===== src/rtl/pcap_pkg.sv =====
package pcap_pkg;

  typedef enum logic [1:0] {
    CLR_NONE = 2'd0,
    CLR_A    = 2'd1,
    CLR_B    = 2'd2,
    CLR_ANY  = 2'd3
  } clr_sel_e;

  // Input width in bits for a width code; unknown codes act as 8 bits.
  function automatic logic [4:0] width_of(input logic [2:0] code);
    case (code)
      3'd1:    width_of = 5'd10;
      3'd2:    width_of = 5'd12;
      3'd3:    width_of = 5'd14;
      default: width_of = 5'd8;
    endcase
  endfunction

  // Samples per word; four only at 8-bit width, reserved codes pack one.
  function automatic logic [2:0] count_of(input logic [1:0] code, input logic narrow);
    case (code)
      2'd1:    count_of = 3'd2;
      2'd2:    count_of = narrow ? 3'd4 : 3'd1;
      default: count_of = 3'd1;
    endcase
  endfunction

endpackage


===== src/rtl/pcap_qualify.sv =====
module pcap_qualify
  import pcap_pkg::*;
(
  input  logic       clk,
  input  logic       rst_n,
  input  logic       en,
  input  logic       den_a,
  input  logic       den_b,
  input  logic       always_on,
  input  logic       half,
  input  logic       first,
  input  logic [1:0] clr_sel,
  output logic       keep,
  output logic       restart
);

  logic den_a_q, den_b_q, phase_q;
  logic fall_a, fall_b, clr, cand, phase_eff, phase_d, phase_we;

  always_comb begin
    fall_a = den_a_q & ~den_a;
    fall_b = den_b_q & ~den_b;
    case (clr_sel_e'(clr_sel))
      CLR_A:   clr = fall_a;
      CLR_B:   clr = fall_b;
      CLR_ANY: clr = fall_a | fall_b;
      default: clr = 1'b0;
    endcase
    restart   = clr | ~en;
    cand      = en & (always_on | (den_a & den_b));
    phase_eff = restart ? 1'b0 : phase_q;
    keep      = cand & (~half | (phase_eff == first));
    phase_d   = cand ? ~phase_eff : phase_eff;
    phase_we  = cand | restart;
  end

  always_ff @(posedge clk or negedge rst_n) begin
    if (!rst_n) begin
      den_a_q <= 1'b0;
      den_b_q <= 1'b0;
    end else begin
      den_a_q <= den_a;
      den_b_q <= den_b;
    end
  end

  always_ff @(posedge clk or negedge rst_n) begin
    if (!rst_n)        phase_q <= 1'b0;
    else if (phase_we) phase_q <= phase_d;
  end

  // A restart with no candidate leaves the phase at index 0.
  assert_restart_phase_R8: assert property (@(posedge clk) disable iff (!rst_n)
    (clr && !cand) |=> (phase_q == 1'b0));

  // Two kept candidates in a row are impossible while halving.
  assert_half_alternate_R4: assert property (@(posedge clk) disable iff (!rst_n)
    (half && keep && !restart) |=> !(keep && !restart && $stable(half) && half));

endmodule


===== src/rtl/pcap_format.sv =====
module pcap_format
  import pcap_pkg::*;
#(
  parameter int DW   = 14,
  parameter int LANE = 16
) (
  input  logic [DW-1:0]   data,
  input  logic [2:0]      isize,
  input  logic            scale,
  output logic [LANE-1:0] sample,
  output logic            narrow
);

  localparam int PADW = LANE - DW;

  logic [4:0]      width;
  logic [4:0]      shamt;
  logic [31:0]     mask32;
  logic [LANE-1:0] masked;

  always_comb begin
    width  = width_of(isize);
    narrow = (width == 5'd8);
    mask32 = (32'h1 << width) - 32'h1;
    masked = {{PADW{1'b0}}, data} & mask32[LANE-1:0];
    shamt  = 5'(LANE) - width;
    if (!narrow && scale) sample = masked << shamt;
    else                  sample = masked;
  end

endmodule


===== src/rtl/pcap_pack.sv =====
module pcap_pack
  import pcap_pkg::*;
#(
  parameter int LANE = 16,
  parameter int OW   = 32
) (
  input  logic            clk,
  input  logic            rst_n,
  input  logic            keep,
  input  logic            restart,
  input  logic [LANE-1:0] sample,
  input  logic            narrow,
  input  logic [1:0]      pack_code,
  input  logic            rd,
  output logic [OW-1:0]   word,
  output logic            ready,
  output logic            valid,
  output logic            overrun
);

  logic [1:0]    pos_q, pos_eff, pos_d;
  logic [OW-1:0] acc_q, acc_d, base, placed, word_d;
  logic [2:0]    cnt;
  logic          done, pos_we, ready_d, ovr_d;

  always_comb begin
    cnt     = count_of(pack_code, narrow);
    pos_eff = restart ? 2'd0 : pos_q;
    base    = (pos_eff == 2'd0) ? '0 : acc_q;
    if (narrow) placed = {{(OW-8){1'b0}}, sample[7:0]} << {pos_eff, 3'b000};
    else        placed = {{(OW-LANE){1'b0}}, sample} << {pos_eff, 4'b0000};
    acc_d   = base | placed;
    done    = keep & (({1'b0, pos_eff} + 3'd1) >= cnt);
    pos_d   = keep ? (done ? 2'd0 : pos_eff + 2'd1) : pos_eff;
    pos_we  = keep | restart;
    word_d  = done ? acc_d : word;
    ready_d = done | (ready & ~rd);
    ovr_d   = (done & ready & ~rd) | (overrun & ~rd);
  end

  always_ff @(posedge clk or negedge rst_n) begin
    if (!rst_n) begin
      pos_q <= 2'd0;
    end else if (pos_we) begin
      pos_q <= pos_d;
    end
  end

  always_ff @(posedge clk or negedge rst_n) begin
    if (!rst_n)    acc_q <= '0;
    else if (keep) acc_q <= acc_d;
  end

  always_ff @(posedge clk or negedge rst_n) begin
    if (!rst_n) begin
      word    <= '0;
      ready   <= 1'b0;
      valid   <= 1'b0;
      overrun <= 1'b0;
    end else begin
      word    <= word_d;
      ready   <= ready_d;
      valid   <= done;
      overrun <= ovr_d;
    end
  end

  assert_valid_ready_R10: assert property (@(posedge clk) disable iff (!rst_n)
    valid |-> ready);

  assert_read_clears_R10: assert property (@(posedge clk) disable iff (!rst_n)
    (rd && !done) |=> !ready);

  assert_overrun_cause_R11: assert property (@(posedge clk) disable iff (!rst_n)
    $rose(overrun) |-> (valid && $past(ready) && !$past(rd)));

endmodule


===== src/rtl/pcap_packer.sv =====
module pcap_packer
  import pcap_pkg::*;
#(
  parameter int DW   = 14,
  parameter int LANE = 16,
  parameter int OW   = 2 * LANE
) (
  input  logic          clk,
  input  logic          rst_n,
  input  logic [DW-1:0] pix_data,
  input  logic          den_a,
  input  logic          den_b,
  input  logic          cfg_en,
  input  logic [2:0]    cfg_isize,
  input  logic          cfg_half,
  input  logic          cfg_first,
  input  logic          cfg_always,
  input  logic          cfg_scale,
  input  logic [1:0]    cfg_pack,
  input  logic [1:0]    cfg_clr_sel,
  input  logic          rd_strobe,
  output logic [OW-1:0] out_word,
  output logic          out_ready,
  output logic          out_valid,
  output logic          out_overrun
);

  logic            keep, restart, narrow;
  logic [LANE-1:0] sample;

  pcap_qualify u_qualify (
    .clk       (clk),
    .rst_n     (rst_n),
    .en        (cfg_en),
    .den_a     (den_a),
    .den_b     (den_b),
    .always_on (cfg_always),
    .half      (cfg_half),
    .first     (cfg_first),
    .clr_sel   (cfg_clr_sel),
    .keep      (keep),
    .restart   (restart)
  );

  pcap_format #(.DW(DW), .LANE(LANE)) u_format (
    .data   (pix_data),
    .isize  (cfg_isize),
    .scale  (cfg_scale),
    .sample (sample),
    .narrow (narrow)
  );

  pcap_pack #(.LANE(LANE), .OW(OW)) u_pack (
    .clk       (clk),
    .rst_n     (rst_n),
    .keep      (keep),
    .restart   (restart),
    .sample    (sample),
    .narrow    (narrow),
    .pack_code (cfg_pack),
    .rd        (rd_strobe),
    .word      (out_word),
    .ready     (out_ready),
    .valid     (out_valid),
    .overrun   (out_overrun)
  );

  assert_disabled_idle_R9: assert property (@(posedge clk) disable iff (!rst_n)
    !cfg_en |=> !out_valid);

endmodule


===== config.mk =====
export PLATFORM = sky130hd
export DESIGN_NAME = pcap_packer
export DESIGN_NICKNAME = d
export VERILOG_FILES = /design/src/rtl/pcap_pkg.sv /design/src/rtl/pcap_qualify.sv /design/src/rtl/pcap_format.sv /design/src/rtl/pcap_pack.sv /design/src/rtl/pcap_packer.sv
export SDC_FILE = /design/constraint.sdc
export NUM_CORES = 1
export LEC_CHECK = 0
export BUFFER_PORTS_ARGS = -buffer_cell sky130_fd_sc_hd__buf_4
export CAP_MARGIN = 20
export CORE_MARGIN = 4
export CORE_UTILIZATION = 50
export CTS_CLUSTER_SIZE = 28
export DETAILED_ROUTE_END_ITERATION = 12
export MAX_ROUTING_LAYER = met4
export PLACE_DENSITY = 0.69
export SKIP_CTS_REPAIR_TIMING = 1
export SLEW_MARGIN = 20
export SYNTH_ARGS = -nofsm -noshare
export SYNTH_HDL_FRONTEND = slang
export SYNTH_SLANG_ARGS = --single-unit

===== constraint.sdc =====
create_clock -name clk -period 3.33 [get_ports clk]
set_input_delay 0.999 -clock clk [delete_from_list [all_inputs] [get_ports clk]]
set_output_delay 0.999 -clock clk [all_outputs]
set_load 0.01 [all_outputs]

### After elaboration in Yosys (flattened, before gate mapping)

Cells that the tools add are included.

* add/subtract/negate cells: 4
* mux-type cells: 12
* reductions and logical operators: 3
* shifts and indexed selects: 4
* bitwise gates (word level): 26
* order comparisons: 1
* equality and inequality tests: 10

Operators by type and width (number)
* 2-to-1 mux 32 bit: 2
* bitwise OR 32 bit: 1
* left shift 16 x 6 -> 32 bit: 1
* left shift 8 x 5 -> 32 bit: 1
* AND 14 x 16 -> 16 bit: 1
* 2-to-1 mux 16 bit: 1
* left shift 1 x 4 -> 16 bit (first input constant): 1
* left shift 16 x 5 -> 16 bit: 1
* subtractor 16 x 1 -> 16 bit (second input constant): 1
* AND 1 bit: 10
* one-hot mux 3 bit (3 select lines): 1
* bitwise OR 1 bit: 8
* == test 2 bit (second input constant): 3
* == test 3 x 2 -> 1 bit (second input constant): 2
* 2-to-1 mux 2 bit: 3
* NOT 1 bit: 6
* one-hot mux 3 bit (2 select lines): 1
* subtractor 5 x 4 -> 5 bit (first input constant): 1
* == test 2 x 1 -> 1 bit (second input constant): 2
* == test 4 bit (second input constant): 1
* adder 2 x 1 -> 3 bit (second input constant): 1
* == test 3 x 1 -> 1 bit (second input constant): 1
* >= comparator 3 bit: 1
* 2-to-1 mux 3 bit: 1
* other kinds (7): 8

* output and inout port bits: 35
* register bits: 72
* word-level logic and storage cells: 69

### Longest topological paths before layout

Gate-level depths: netlist of the first run.

* word-level depth: 13
* gate-level depth with buffers: 18

### Cells and area by module

Synthesis of the first run repeated with hierarchy kept, for this count alone.

* cell total of the unflattened synthesis: 393
* area, all modules: 4075.2 µm²

Modules (own cells, without submodules)
* pcap_pack: times used 1, cells each 281, area an instance 3238.1 µm²
* pcap_format: times used 1, cells each 95, area an instance 636.9 µm²
* pcap_qualify: times used 1, cells each 17, area an instance 200.2 µm²

### Worst setup path after synthesis of the first run

Ideal clock, no wire load.

* path type: in2reg
* from: in cfg_isize[0]
* to: reg u_pack.word[10]
* data arrival time: 3805 ps
* setup slack: -600 ps
* setup time: 125 ps
* cell stages on the path: 17
* buffers on the path: 6
* cell sequence: nor2b_1 -> buf_2 -> inv_2 -> buf_2 -> ha_1 -> buf_2 -> buf_4 -> nand3b_1 -> and2_1 -> ha_1 -> nand2b_1 -> a21o_1 -> a21o_1 -> and2_1 -> buf_6 -> buf_12 -> mux2_4

* longest elaborated chain between the ends: 10
* elaborated cells between the ends (all ways): 21
* those cells by class: add/sub: 2; order compare: 1; eq/ne: 4; shift: 4; mux: 5; bitwise: 3; reduce/logical: 2

RTL lines
* start, declared: line pcap_packer.sv:14 `input logic [2:0] cfg_isize,`
* == test 3 x 2 -> 1 bit / == test 3 x 1 -> 1 bit (equally long branches): line pcap_pkg.sv:12 `case (code)`
* one-hot mux 3 bit (3 select lines) *: line pcap_pkg.sv:12
* left shift 1 x 4 -> 16 bit: line pcap_format.sv:24 `mask32 = (32'h1 << width) - 32'h1;`
* subtractor 16 x 1 -> 16 bit: line pcap_format.sv:24
* AND 14 x 16 -> 16 bit: line pcap_format.sv:25 `masked = {{PADW{1'b0}}, data} & mask32[LANE-1:0];`
* left shift 16 x 5 -> 16 bit: line pcap_format.sv:27 `if (!narrow && scale) sample = masked << shamt;`
* 2-to-1 mux 16 bit: line pcap_format.sv:27
* left shift 16 x 6 -> 32 bit / left shift 8 x 5 -> 32 bit (equally long branches): line pcap_pack.sv:31, pcap_pack.sv:30
* 2-to-1 mux 32 bit: line pcap_pack.sv:30 `if (narrow) placed = {{(OW-8){1'b0}}, sample[7:0]} << {pos_eff, 3'b000};`
* bitwise OR 32 bit: line pcap_pack.sv:32 `acc_d = base | placed;`
* end signal, assigned: line pcap_pack.sv:61 `word <= word_d;`
* end, declared: line pcap_pack.sv:15 `output logic [OW-1:0] word,`

Every way passes the cells marked *; elsewhere a longest branch is shown, timed or not.
A chain may end at the register's enable or synchronous reset.

### Final worst setup path of the first run

* from: in cfg_isize[2]
* to: reg u_pack.word[6]

The elaborated chain is that of the path after synthesis.

==> flow_metrics.tcl, run 1 <==
set metrics [dict create \
    start_kind "primary input" \
    min_from "u_pack.acc_q[16]" \
    synthArstFlopShare_pct 100 \
    arrival_ns 3.28 \
    hp-class "reg -> reg" \
    ys_seq_elements 72 \
    dieArea_um2 9590 \
    path_class "in -> reg" \
    outcome "finished clean" \
    startpoint "cfg_isize[2]" \
    grt_pass1_vias 3414 \
    area_growth_pct 26.4 \
    r2r_cells 10 \
    fin_crit_sh_pct 91.1 \
    grt_max_degree 73 \
    numCtsBuffers 9 \
    p_per_area_nw_per_um2 503 \
    rsz0062_at_grt "no" \
    fin_cells 567 \
    die_h_um 97.9 \
    ys_seq_area_share_pct 44.6 \
    antenna_found_initial 0 \
    via_per_inst 6.03 \
    yosysTopAreaCell "dfrtp_1" \
    core_um2 7810 \
    clock_latency_ns 0.35 \
    crit_required_ns 3.57 \
    nFillCells 643 \
    layout-drive-gt1-share_pct 39.8 \
    port_buffers 65 \
    seq_power_share_pct 43.6 \
    cts_max_level 3 \
    ir_worst_vdd_mv 0.279 \
    cts_tree "yes" \
    hold_path_end "u_pack.acc_q[16]" \
    hold_viol 0 \
    cts_sinks 72 \
    timing.rr.end "u_pack.word[6]" \
    maxCapViolations 0 \
    switching_power_uw 807 \
    total_power_mw 2.57 \
    antennaDiodeCount 0 \
    leakagePower_nw 2.37 \
    gp_congestion 0.890 \
    rr_startpoint "u_qualify.den_a_q" \
    tightest_slew_ns 0.908 \
    clockPowerShare_pct 28.4 \
    slew_headroom_pct 39.5 \
    min_period_ns 3.03 \
    start_util_pct 51.8 \
    ys_warn_count 0 \
    remaining_drc_errors 0 \
    synth_edf_count 0 \
    crit_path_end_kind "register" \
    die_x_um 97.9 \
    first_iter_violations 265 \
    synth.area.top_cells "dfrtp_1 45%, mux2_2 7.0%, mux2_4 5.2%" \
    ff2ff_setup_slack_ns 0.70 \
    dp_cells 551 \
    critical_path.cell_chain "buf_4, nor2b_1, inv_4, ha_4, nand3b_1, and2_1, ha_1, nand2b_1, a21o_1, a21o_1, and2_2, buf_12, mux2_4" \
    intPower_mw 1.77 \
    setup_violations 0 \
    wl_per_cell_um 18.8 \
    share_comb_of_total_power_pct 27.9 \
    cp_max_fo 18 \
    syn_area_um2 4040 \
    drt_wl_total_um 10700 \
    gr-total-overflow 0 \
    whs_path_depth 1 \
    crit_path_frequent_cell "a21o_1" \
    ant_nets 0 \
    syn_area_per_cell_um2 11.0 \
    skew_ns 0.0106 \
    clkSlewWorstSetupHoldPaths_ns 0.09 \
    final_net_count 496 \
    rows 32 \
    cts_max_path_buffers 2 \
    max_stage_delay_ns 0.30 \
    maxSlewViolCount 0 \
    grt_pass1_wl_um 17700 \
    synthCells 368 \
    synth.net_count 404 \
    crit_slowest_cell "mux2_4" \
    synthDistinctLibCells 58 \
    synth_top_area_share_pct 44.6 \
    sw_frac_of_total_pct 31.4 \
    dp.final_hpwl_um 7720 \
    timing.fmax_mhz 330 \
    routed-via-count 3420 \
    ios 66 \
    grtUsageTotal_pct 23.6 \
    drt_pre_antenna_iters 5 \
    root_buffer "clkbuf_8" \
    ys.flop_type "dfrtp_1" \
]
-- synthesized netlist by cell type (all sizes together) (2+ instances only) --
| library cell | number |
|---|---|
| and2 | 4 |
| clkbuf | 5 |
| mux2i | 6 |
| nand2 | 14 |
| a22o | 11 |
| or3 | 2 |
| inv | 10 |
| a21o | 6 |
| or4bb | 4 |
| a222oi | 3 |
| a32oi | 6 |
| a31oi | 11 |
| mux2 | 39 |
| a221oi | 2 |
| nand3 | 4 |
| and3b | 6 |
| and3 | 5 |
| nor2 | 16 |
| a21oi | 33 |
| dfrtp | 72 |
| nand2b | 3 |
| o31ai | 4 |
| a221o | 2 |
| nor2b | 7 |
| a211oi | 4 |
| buf | 24 |
| nand4 | 3 |
| nor4bb | 2 |
| xnor2 | 2 |
| a32o | 2 |
| nor4 | 5 |
| ha | 5 |
| o21ai | 11 |
| nand3b | 6 |
| o22ai | 2 |
| mux4 | 2 |
| nor3b | 2 |
| a22oi | 12 |
-- cells in the final DEF, fill, tap and decap left out, types with 4 or more instances in the layout --
master	netlist	final
a22o_1	11	11
a31oi_1	11	11
nand3b_1	6	6
o21ai_0	9	9
nor2_1	16	16
a32oi_1	6	6
ha_1	5	4
a22oi_1	12	12
a21o_1	6	6
nor2b_1	7	6
mux2i_1	6	6
nand2_1	14	14
and3b_1	6	6
and3_1	5	5
a21oi_1	33	25
a211oi_1	4	4
inv_1	9	9
buf_4	2	108
or4bb_1	4	4
mux2_4	14	14
a21oi_2	0	8
nand3_1	4	4
o31ai_1	4	4
clkbuf_8	0	9
dfrtp_1	72	72
mux2_2	25	25
-- final cells by class --
type | count | area, um2 | area share [%]
clock buffer | 9 | 124 | 2.42
clock inverter | 7 | 80.1 | 1.57
inverter | 10 | 40.0 | 0.783
multi-input combinational | 257 | 2090 | 40.8
sequential | 72 | 1800 | 35.3
tap | 102 | 128 | 2.50
timing repair buffer | 110 | 851 | 16.6
-- layer usage --
layer	vias to the layer above	track usage [%]	routed length, um
met5	-	-	0
met4	0	7.35	169
met3	14	3.50	543
met2	119	36.4	5030
met1	1696	32.2	4930
li1	1591	-	-
-- how the worst max path moves through the flow --
stage / end / cells past startpoint
5_1_grt: u_pack.word[21] / 13
3_3_place_gp: u_pack.word[10] / 13
3_5_place_dp: u_pack.word[8] / 13
2_1_floorplan: u_pack.word[10] / 17
6_report: u_pack.word[6] / 13
4_1_cts: u_pack.word[6] / 13
-- metrics by stage --
stage	setup WS, ns	util (%)	setup TNS, ns	hold WS [ns]	cell area (um2)
after detailed placement	-0.0599	62.9	-0.935	0.483	4910
after global routing	0.207	65.5	0	0.523	5110
final	0.296	65.5	0	0.500	5110
after CTS	0.309	65.5	0	0.501	5110
after global placement	0.0299	62.9	0	0.475	4910
after floorplan	-0.307	-	-7.41	0.466	4110
-- registers in the layout, summed over array words and instances (netlist names) --
name               flops
u_pack.acc_q          32
u_pack.overrun         1
u_pack.pos_q           2
u_pack.ready           1
u_pack.valid           1
u_pack.word           32
u_qualify.den_a_q      1
u_qualify.den_b_q      1
u_qualify.phase_q      1
-- cells by family (layout without fill, tap and decap cells) --
group / Yosys count / in the layout / share of synthesized area, %
fa+ha+maj: 5 / 5 / 1.55
simple gates: 89 / 89 / 13.9
mux: 47 / 47 / 14.8
flops: 72 / 72 / 44.6
buf+inv: 39 / 136 / 5.57
compound gates: 114 / 114 / 19.2
xor+xnor: 2 / 2 / 0.433
-- power groups by stage --
stage	clock, mW	combinational (mW)	sequential (mW)
2_1_floorplan	0	0.357	1.16
6_report	0.732	0.719	1.12
3_5_place_dp	0	0.724	1.14
5_1_grt	0.778	0.780	1.14
3_3_place_gp	0	0.706	1.13
4_1_cts	0.737	0.725	1.12
-- critical path, delay by kind of cell --
kind / cells / cell delay [ns]
muxes: 1 / 0.30
and+or+nand+nor: 5 / 0.85
adders and majority gates: 2 / 0.40
AOI/OAI and AO/OA: 2 / 0.35
buffers and inverters: 3 / 0.38
No activity file was read; power rests on OpenSTA's default activity.
==> run 2: changes to the inputs <==
- BUFFER_PORTS_ARGS: -buffer_cell sky130_fd_sc_hd__buf_4 -> -buffer_cell sky130_fd_sc_hd__buf_2
==> flow_metrics.tcl, run 2 (synthesis results as in run 1) <==
set metrics [dict create \
    crit_path_frequent_cell "buf_4" \
    ant_nets 0 \
    cts_tree "yes" \
    fin_crit_sh_pct 90.7 \
    timing.fmax_mhz 331 \
    die_h_um 97.9 \
    port_buffers 65 \
    ios 66 \
    slew_headroom_pct 47.0 \
    hold_viol 0 \
    crit_slowest_cell "o21ai_0" \
    root_buffer "clkbuf_8" \
    grt_pass1_vias 3442 \
    cp_max_fo 7 \
    crit_required_ns 3.59 \
    antennaDiodeCount 0 \
    share_comb_of_total_power_pct 27.2 \
    outcome "finished clean" \
    dp.final_hpwl_um 7450 \
    worst-path-buf-inv 5 \
    wl_per_cell_um 18.3 \
    start_kind "primary input" \
    nFillCells 641 \
    cts_max_level 3 \
    maxCapViolations 0 \
    min_period_ns 3.02 \
    tns_ns 0 \
    grtUsageTotal_pct 23.1 \
    ir_worst_vdd_mv 0.269 \
    clock_latency_ns 0.36 \
    rsz0062_at_grt "no" \
    numCtsBuffers 9 \
    final_cell_mix "72 x dfrtp_1, 65 x buf_2, 42 x buf_4, 25 x a21oi_1, 25 x mux2_2" \
    tightest_slew_ns 0.795 \
    cts_sinks 72 \
    grt_pass1_wl_um 17400 \
    layout-drive-gt1-share_pct 39.9 \
    first_iter_violations 197 \
    seq_power_share_pct 45.6 \
    setup_ws_ns 0.311 \
    dieArea_um2 9590 \
    path_class "in -> reg" \
    core_um2 7810 \
    final_common_cell "dfrtp_1" \
    switching_power_uw 804 \
    crit_path_end_kind "register" \
    via_per_inst 5.99 \
    ff2ff_setup_slack_ns 0.77 \
    skew_ns 0.0137 \
    p_per_area_nw_per_um2 493 \
    gp_congestion 0.938 \
    drt_wl_total_um 10400 \
    gr-total-overflow 0 \
    antenna_found_initial 0 \
    hp-class "reg -> reg" \
    dpl_worst_slack_ns -0.0445 \
    area_growth_pct 22.7 \
    arrival_ns 3.28 \
    routed-via-count 3402 \
    die_x_um 97.9 \
    max_stage_delay_ns 0.34 \
    maxSlewViolCount 0 \
    cts_max_path_buffers 2 \
    critical_path.cell_chain "buf_2, nor2b_1, buf_4, ha_1, buf_4, inv_1, a21oi_1, buf_4, o21ai_0, o21ai_0, a31oi_1" \
    intPower_mw 1.64 \
    clockPowerShare_pct 27.2 \
    drt_pre_antenna_iters 7 \
    holdWs_ns 0.499 \
    setup_violations 0 \
    grt_max_degree 62 \
    clkSlewWorstSetupHoldPaths_ns 0.09 \
    total_power_mw 2.45 \
    sw_frac_of_total_pct 32.8 \
    path_delay_family "compound AO/OA/AOI/OAI gates" \
    rows 32 \
    final_net_count 497 \
    start_util_pct 51.8 \
    reg.largest.list "u_pack.acc_q (32), u_pack.word (32), u_pack.pos_q (2)" \
    remaining_drc_errors 0 \
    leakagePower_nw 2.33 \
]
## run 2: per-stage QoR
stage | std cells | util, % | cell area, um2
finish | 568 | 63.6 | 4960
global route | 568 | 63.6 | 4960
CTS | 568 | 63.6 | 4960
detailed placement | 552 | 61.2 | 4780
global placement | 552 | 61.2 | 4780
floorplan | 368 | - | 4110
## run 2: path summary, 6_finish.rpt
kind | from | endpoint | cells past startpoint
min in group asynchronous | rst_n | u_qualify.den_b_q | 1
setup / recovery | cfg_isize[2] | u_pack.acc_q[28] | 11
max in group asynchronous | rst_n | u_pack.acc_q[15] | 2
hold / removal | u_pack.acc_q[16] | u_pack.acc_q[16] | 1
hold reg to reg | u_pack.acc_q[16] | u_pack.acc_q[16] | 1
setup reg to reg | u_qualify.den_a_q | u_pack.word[6] | 10
## run 2: power by group through the flow
stage               logic, mW  clock network (mW)  registers, mW
finish                  0.666               0.666           1.11
global route            0.732               0.723           1.13
floorplan               0.357                   0           1.16
detailed placement      0.670                   0           1.13
global placement        0.656                   0           1.12
CTS                     0.671               0.679           1.11
## run 2: area by class of cell
| cell class | instances | area, um2 | share of cell area [%] |
|---|---|---|---|
| clock buffer | 9 | 124 | 2.50 |
| clock inverter | 7 | 62.6 | 1.26 |
| inverter | 10 | 40.0 | 0.807 |
| multi-input combinational | 257 | 2090 | 42.0 |
| sequential | 72 | 1800 | 36.3 |
| tap | 102 | 128 | 2.57 |
| timing repair buffer | 111 | 721 | 14.5 |
## run 2: layer usage
| layer | routed length [um] | global-route usage, % |
|---|---|---|
| met1 | 4850 | 31.7 |
| met2 | 4770 | 34.3 |
| met3 | 664 | 5.86 |
| met4 | 125 | 5.64 |
| met5 | 0 | - |
==> run 3: changes to the inputs <==
- BUFFER_PORTS_ARGS: -buffer_cell sky130_fd_sc_hd__buf_2 -> -buffer_cell sky130_fd_sc_hd__clkbuf_2
- MAX_ROUTING_LAYER: met4 -> default
==> flow_metrics.tcl, run 3 (synthesis results as in run 1) <==
set metrics [dict create \
    outcome "finished clean" \
    max_stage_delay_ns 0.31 \
    dp_cells 549 \
    cts_sinks 72 \
    final_common_cell "dfrtp_1" \
    drt_pre_antenna_iters 5 \
    crit_path_frequent_cell "a21o_1" \
    crit_slowest_cell "mux2_4" \
    fin_cells 565 \
    via_per_inst 6.04 \
    reg.largest.list "u_pack.acc_q (32), u_pack.word (32), u_pack.pos_q (2)" \
    cts_max_level 3 \
    cts_max_path_buffers 2 \
    rsz0062_at_grt "no" \
    numCtsBuffers 9 \
    maxCapViolations 0 \
    worst-path-buf-inv 3 \
    dieArea_um2 9590 \
    start_kind "primary input" \
    wl_per_cell_um 18.6 \
    path_delay_family "simple AND/OR/NAND/NOR gates" \
    crit_required_ns 3.57 \
    arrival_ns 3.30 \
    final_net_count 494 \
    core_um2 7810 \
    hold_viol 0 \
    setup_violations 0 \
    final_cell_mix "72 x dfrtp_1, 64 x clkbuf_2, 40 x buf_4, 25 x a21oi_1, 25 x mux2_2" \
    start_util_pct 51.8 \
    fin_crit_sh_pct 91.8 \
    leakagePower_nw 2.33 \
    tightest_slew_ns 0.910 \
    clock_latency_ns 0.35 \
    final_area_um2 4960 \
    timing.fmax_mhz 327 \
    dpl_worst_slack_ns -0.0821 \
    maxSlewViolCount 0 \
    ant_nets 0 \
    first_iter_violations 316 \
    total_power_mw 2.56 \
    layout-drive-gt1-share_pct 39.3 \
    port_buffers 65 \
    grtUsageTotal_pct 22.6 \
    gp_congestion 0.914 \
    dp.final_hpwl_um 7550 \
    crit_path_end_kind "register" \
    skew_ns 0.0107 \
    die_h_um 97.9 \
    placed_cell_area_um2 4740 \
    min_period_ns 3.06 \
    clkSlewWorstSetupHoldPaths_ns 0.08 \
    p_per_area_nw_per_um2 516 \
    root_buffer "clkbuf_8" \
    path_class "in -> reg" \
    remaining_drc_errors 0 \
    gr-total-overflow 0 \
    grt_max_degree 73 \
    grt_pass1_vias 3342 \
    ios 66 \
    antenna_found_initial 0 \
    grt_pass1_wl_um 17500 \
    setup_ws_ns 0.274 \
    ir_worst_vdd_mv 0.298 \
    critical_path.cell_chain "clkbuf_2, nor2b_2, inv_1, ha_4, nand3b_1, and2_1, ha_1, nand2b_1, a21o_1, a21o_1, and2_2, buf_12, mux2_4" \
    drt_wl_total_um 10500 \
    hp-class "reg -> reg" \
    fin_util_pct 63.5 \
    area_growth_pct 22.7 \
    cp_max_fo 18 \
    cts_tree "yes" \
    slew_headroom_pct 39.3 \
    rows 32 \
    antennaDiodeCount 0 \
    die_x_um 97.9 \
    routed-via-count 3411 \
]
## run 3: metal layers
metal | track usage, % | routed length [um] | share of wire, %
met5 | 0 | 0 | 0
met4 | 4.26 | 111 | 1.1
met3 | 5.36 | 668 | 6.4
met2 | 34.7 | 4930 | 47
met1 | 33.2 | 4810 | 46
## run 3: worst paths after layout
path                                   start                end  slack, ns  cells after the start
min in group asynchronous              rst_n  u_qualify.phase_q       0.85                      2
setup / recovery                cfg_isize[1]     u_pack.word[9]       0.27                     13
hold reg to reg               u_pack.overrun     u_pack.overrun       0.50                      2
hold / removal                u_pack.overrun     u_pack.overrun       0.50                      2
setup reg to reg           u_qualify.den_a_q     u_pack.word[9]       0.78                     10
max in group asynchronous              rst_n   u_pack.acc_q[30]       1.89                      2
## run 3: metrics by stage
stage | hold WS, ns | setup TNS, ns
floorplan | 0.466 | -7.41
global placement | 0.475 | -0.0726
detailed placement | 0.484 | -1.38
CTS | 0.501 | 0
global route | 0.515 | 0
finish | 0.500 | 0
## run 3: power breakdown
| group | total [mW] | switching (mW) | internal [mW] |
|---|---|---|---|
| clock | 0.780 | 0.354 | 0.426 |
| combinational | 0.662 | 0.342 | 0.320 |
| sequential | 1.12 | 0.0866 | 1.03 |
## run 3: area by class of cell
| class | instances | area (um2) |
|---|---|---|
| Timing Repair Buffer | 108 | 686 |
| Sequential cell | 72 | 1800 |
| Fill cell | 653 | 2850 |
| Clock inverter | 6 | 91.3 |
| Tap cell | 102 | 128 |
| Inverter | 10 | 40.0 |
| Clock buffer | 10 | 128 |
| Multi-Input combinational cell | 257 | 2090 |
## run 3: worst min-delay path: stages (launching register included)
cell and delay (ns):
dfrtp_1 0.35, a31oi_1 0.04, nor2_1 0.07
